$ cat src/rtl/ea_gen.sv
module ea_gen #(
  parameter int BW = 8
) (
  input  logic          clk,
  input  logic          rst_n,
  input  logic          req_valid,
  input  logic [3:0]    req_mode,
  input  logic [BW-1:0] op_lo,
  input  logic [BW-1:0] op_hi,
  input  logic [BW-1:0] idx_x,
  input  logic [BW-1:0] idx_y,
  input  logic [2*BW-1:0] next_pc,
  output logic          mem_rd_en,
  output logic [2*BW-1:0] mem_addr,
  input  logic [BW-1:0] mem_rdata,
  output logic          busy,
  output logic          done,
  output logic [2*BW-1:0] ea,
  output logic          extra
);
  localparam int AW = 2 * BW;
  localparam logic [3:0] M_ZP = 4'd0, M_ZPX = 4'd1, M_ZPY = 4'd2, M_ABS = 4'd3,
                         M_ABX = 4'd4, M_ABY = 4'd5, M_INX = 4'd6, M_INY = 4'd7,
                         M_REL = 4'd8;

  typedef enum logic [1:0] {S_IDLE, S_LO, S_HI, S_WAIT} st_t;

  st_t            st;
  logic [3:0]     mode_q;
  logic [BW-1:0]  ptr_q, y_q, lo_q;
  logic [AW-1:0]  ea_q;
  logic           done_q, extra_q;

  logic           accept, is_ind;
  logic [AW-1:0]  dir_ea, ind_ea;
  logic           dir_extra, ind_extra;
  logic [BW:0]    abx_lo, aby_lo, iny_lo;

  assign accept    = req_valid && (st == S_IDLE);
  assign is_ind    = (req_mode == M_INX) || (req_mode == M_INY);
  assign abx_lo    = {1'b0, op_lo} + {1'b0, idx_x};
  assign aby_lo    = {1'b0, op_lo} + {1'b0, idx_y};
  assign iny_lo    = {1'b0, lo_q} + {1'b0, y_q};

  always_comb begin
    dir_extra = 1'b0;
    case (req_mode)
      M_ZP:  dir_ea = {{BW{1'b0}}, op_lo};
      M_ZPX: begin dir_ea = {{BW{1'b0}}, BW'(op_lo + idx_x)}; dir_extra = 1'b1; end
      M_ZPY: begin dir_ea = {{BW{1'b0}}, BW'(op_lo + idx_y)}; dir_extra = 1'b1; end
      M_ABX: begin dir_ea = AW'({op_hi, op_lo} + {{BW{1'b0}}, idx_x}); dir_extra = abx_lo[BW]; end
      M_ABY: begin dir_ea = AW'({op_hi, op_lo} + {{BW{1'b0}}, idx_y}); dir_extra = aby_lo[BW]; end
      M_REL: dir_ea = AW'(next_pc + {{BW{op_lo[BW-1]}}, op_lo});
      default: dir_ea = {op_hi, op_lo};
    endcase
  end

  always_comb begin
    if (mode_q == M_INY) begin
      ind_ea    = {BW'(mem_rdata + {{(BW-1){1'b0}}, iny_lo[BW]}), iny_lo[BW-1:0]};
      ind_extra = iny_lo[BW];
    end else begin
      ind_ea    = {mem_rdata, lo_q};
      ind_extra = 1'b0;
    end
  end

  always_ff @(posedge clk) begin
    if (!rst_n) begin
      st      <= S_IDLE;
      mode_q  <= '0;
      ptr_q   <= '0;
      y_q     <= '0;
      lo_q    <= '0;
      ea_q    <= '0;
      done_q  <= 1'b0;
      extra_q <= 1'b0;
    end else begin
      done_q <= 1'b0;
      case (st)
        S_IDLE: if (accept) begin
          mode_q <= req_mode;
          if (is_ind) begin
            ptr_q <= (req_mode == M_INX) ? BW'(op_lo + idx_x) : op_lo;
            y_q   <= idx_y;
            st    <= S_LO;
          end else begin
            ea_q    <= dir_ea;
            extra_q <= dir_extra;
            done_q  <= 1'b1;
          end
        end
        S_LO: st <= S_HI;
        S_HI: begin
          lo_q <= mem_rdata;
          st   <= S_WAIT;
        end
        default: begin
          ea_q    <= ind_ea;
          extra_q <= ind_extra;
          done_q  <= 1'b1;
          st      <= S_IDLE;
        end
      endcase
    end
  end

  assign mem_rd_en = (st == S_LO) || (st == S_HI);
  assign mem_addr  = {{BW{1'b0}}, (st == S_HI) ? BW'(ptr_q + 1'b1) : ptr_q};
  assign busy      = (st != S_IDLE);
  assign done      = done_q;
  assign ea        = ea_q;
  assign extra     = extra_q;
endmodule


$ cat config.mk
export PLATFORM = sky130hd
export DESIGN_NAME = ea_gen
export DESIGN_NICKNAME = d
export VERILOG_FILES = /design/src/rtl/ea_gen.sv
export SDC_FILE = /design/constraint.sdc
export NUM_CORES = 1
export LEC_CHECK = 0
export ABC_AREA = 1
export BUFFER_PORTS_ARGS = -buffer_cell sky130_fd_sc_hd__buf_2
export CORE_MARGIN = 3
export CORE_UTILIZATION = 35
export CTS_CLUSTER_DIAMETER = 200
export DETAILED_ROUTE_END_ITERATION = 10
export PLACE_DENSITY = 0.52
export SYNTH_ARGS = -nofsm -noshare
export SYNTH_HDL_FRONTEND = slang
export SYNTH_SLANG_ARGS = --single-unit
$ cat constraint.sdc
create_clock -name clk -period 3.35 [get_ports clk]
set_input_delay 0.67 -clock clk [delete_from_list [all_inputs] [get_ports clk]]
set_output_delay 0.67 -clock clk [all_outputs]
set_load 0.01 [all_outputs]
==> flow_summary.ini <==
[status]
outcome = finished clean

[global_routing]
grt_max_degree = 45
grt_pass1_wl_um = 28880
grt_use_total_pct = 20.50
use_met2_pct = 32.29
use_met1_pct = 29.46
grt_overflow_total = 0
busiest_layer = met2
met3_usage_pct = 3.063
grt_pass1_vias = 5509
antenna_found_initial = 0

[route]
vias = 5940
drt-wirelength-per-cell_um = 14.77
first_pass_iters = 5
wl_um = 17870
drcViolationCount = 0
drt_iter0_drc = 307
drtAntennaViolNets = 0
vias_per_cell = 4.909

[cts]
ctsResizeCount = 0
clkSinkCount = 48
cts_buffer_depth = 2
ctsHtreeMaxLevel = 2
clk_latency_ps = 290
cts_tree = yes
numCtsBuffers = 5
postCtsSetupRepairBufs = 0
cts-root-buf = clkbuf_16
ctsHoldBuffers = 0
clk_transition_reported_paths_ps = 60

[sta]
tightestPinTransition_ps = 685.4
slew_headroom_pct = 54.31
timing.fmax_mhz = 346.5
min_period_over_period_pct = 86.15
report.final.slew_viol_count = 0
fin_crit_ps = 2886
hold_viol = 0
skew_ps = 6.516
fin_tns_setup_ps = 0
rsz0062_at_grt = no
setup_violations = 0

[synth]
yosysUniqueCellTypes = 41
synth-edff-count = 0
yosysSeqAreaShare_pct = 17.49
ys_ff_latch = 48
yosysMostFrequentCell = nand2_1
synth_top_area_share_pct = 17.76
yosys.area.top_type = nand2_1
syn_inst = 916
ys.flop_type = dfxtp_1
yosys-top-cells-count = 260 x nand2_1, 124 x inv_1, 90 x a21oi_1, 76 x nand3_1, 63 x nor2_1
yosysWarnings = 0
synth.area.top_cells = nand2_1 18%, dfxtp_1 17%, ha_1 12%
syn_area_sq_um = 5495
synth_area_per_cell_sq_um = 5.999
async_flop_share_pct = 0

[place]
portBuffers = 90
placed_cell_area_sq_um = 6140
dp_hpwl_um = 14330
place.gp.congestion = 0.8629

[floorplan]
ios = 99
die_width_um = 131.3
die_h_um = 131.3
dieArea_sq_um = 17240
num_rows = 45
start_util_pct = 36.01
coreArea_sq_um = 15260

[setup_path]
start_kind = input port
setup.worst_path.end_class = register
crit_fanout = 6
worst_ep_arrival_time_ps = 3060
critPathKind = in -> reg
crit_required_ps = 3530

[hold_path]
worstHoldPathType = reg -> reg

[job]
max_cap_violations = 0

[layout]
drive_gt1_share_pct = 13.61
layout.nets = 1121
regArea_sq_um = 960.9
post-route-util_pct = 41.25
multi_input_area_sq_um = 3913
antenna_cells = 0
area_growth_pct = 14.55
nFillCells = 1747
finish.instance_area_sq_um = 6295

[power]
switchingPower_mw = 1.361
power_frac_comb_pct = 53.0
power_switching_share_pct = 45.14
total_power_mw = 3.015
clockPowerShare_pct = 18.5
vdd_drop_max_mv = 0.3530
seqPwrFrac_pct = 28.5
power_density_nw_per_um2 = 479.0
p_int_mw = 1.654
p_leak_nw = 3.477
-- per-stage QoR --
step           std cells  hold slack, ps  worst slack (ps)
2_1_floorplan        923           429.1             539.6
3_3_place_gp        1204           451.5             267.1
3_5_place_dp        1204           459.2             188.7
4_1_cts             1210           468.0             488.6
5_1_grt             1210           483.8             129.8
6_report            1210           467.6             464.1
-- final timing paths --
kind | from | end | slack, ps | cells past startpoint
worst min register to register | mode_q[3]$_SDFFE_PN0P_ | mode_q[3]$_SDFFE_PN0P_ | 470 | 2
worst min-delay path | mode_q[3]$_SDFFE_PN0P_ | mode_q[3]$_SDFFE_PN0P_ | 470 | 2
worst max register to register | y_q[0]$_SDFFE_PN0P_ | ea[14]$_SDFFE_PN0P_ | 530 | 16
worst max-delay path | req_mode[1] | ea[10]$_SDFFE_PN0P_ | 460 | 19
-- critical path, stage by stage --
cell,delay (ps)
buf_2,150
nor2_1,170
nand2_1,180
mux2_2,270
ha_1,160
inv_1,60
fa_1,360
inv_1,120
nand3_1,80
nand2_1,110
nand2_1,60
nand2_1,170
nand2_1,90
nor2_1,120
nand2_1,60
o21ai_0,70
nand2_1,70
nand2_1,50
a21oi_1,50
-- power groups by stage --
stage               clock network (mW)  registers [mW]  logic [mW]
floorplan                            0           0.882        1.04
global placement                     0           0.870        1.61
detailed placement                   0           0.866        1.61
CTS                              0.569           0.856        1.62
global route                     0.592           0.874        1.81
finish                           0.558           0.858        1.60
-- kinds of logic (layout without fill, tap and decap cells) --
logic type      count (synthesis)  count (layout)  share of synthesized area (%)
compound gates                171             171                          16.39
xor+xnor                       21              21                          3.347
fa+ha+maj                      58              58                          13.89
buf+inv                       160             236                          11.79
flops                          48              48                          17.49
mux                             7               7                          1.435
other cells                     1               8                        0.06824
simple gates                  450             450                          35.59
-- flip-flops by register name, summed over array words and instances, names as in the netlist --
register	flops
done	1
lo_q	8
extra	1
mode_q	4
ea	16
y_q	8
st	2
ptr_q	8
-- area by class of cell --
type                            instances  area share [%]
Timing Repair Buffer                   97           7.990
Clock buffer                            5           1.988
Tap cell                              211           4.194
Multi-Input combinational cell        715           62.15
Inverter                              133           7.931
Clock inverter                          1          0.4770
Sequential cell                        48           15.27
-- layer usage --
metal | routed length (um) | up-vias
met3 | 733 | 24
met1 | 9056 | 2638
met2 | 7717 | 132
li1 | - | 3146
met5 | 0 | -
met4 | 360 | 0
-- placed cells by master (no fill, tap or decap), types with 2 or more instances in the layout --
cell and n:
a211oi_1 2, a21o_1 2, a21oi_1 90, a31oi_1 2, buf_2 90, buf_4 7, clkbuf_16 5, conb_1 8
dfxtp_1 48, fa_1 5, ha_1 53, inv_1 124, inv_2 8, mux2_2 7, nand2_1 260, nand2_2 4
nand3_1 76, nand3b_1 13, nand4_1 17, nor2_1 63, nor2_2 2, nor2_4 3, nor3_1 4, o211ai_1 3
o21a_1 2, o21ai_0 60, o21ai_1 2, o22ai_1 4, or2_2 5, xnor2_1 9, xor2_1 12
Note: power is estimated with default switching activity, not from simulation.
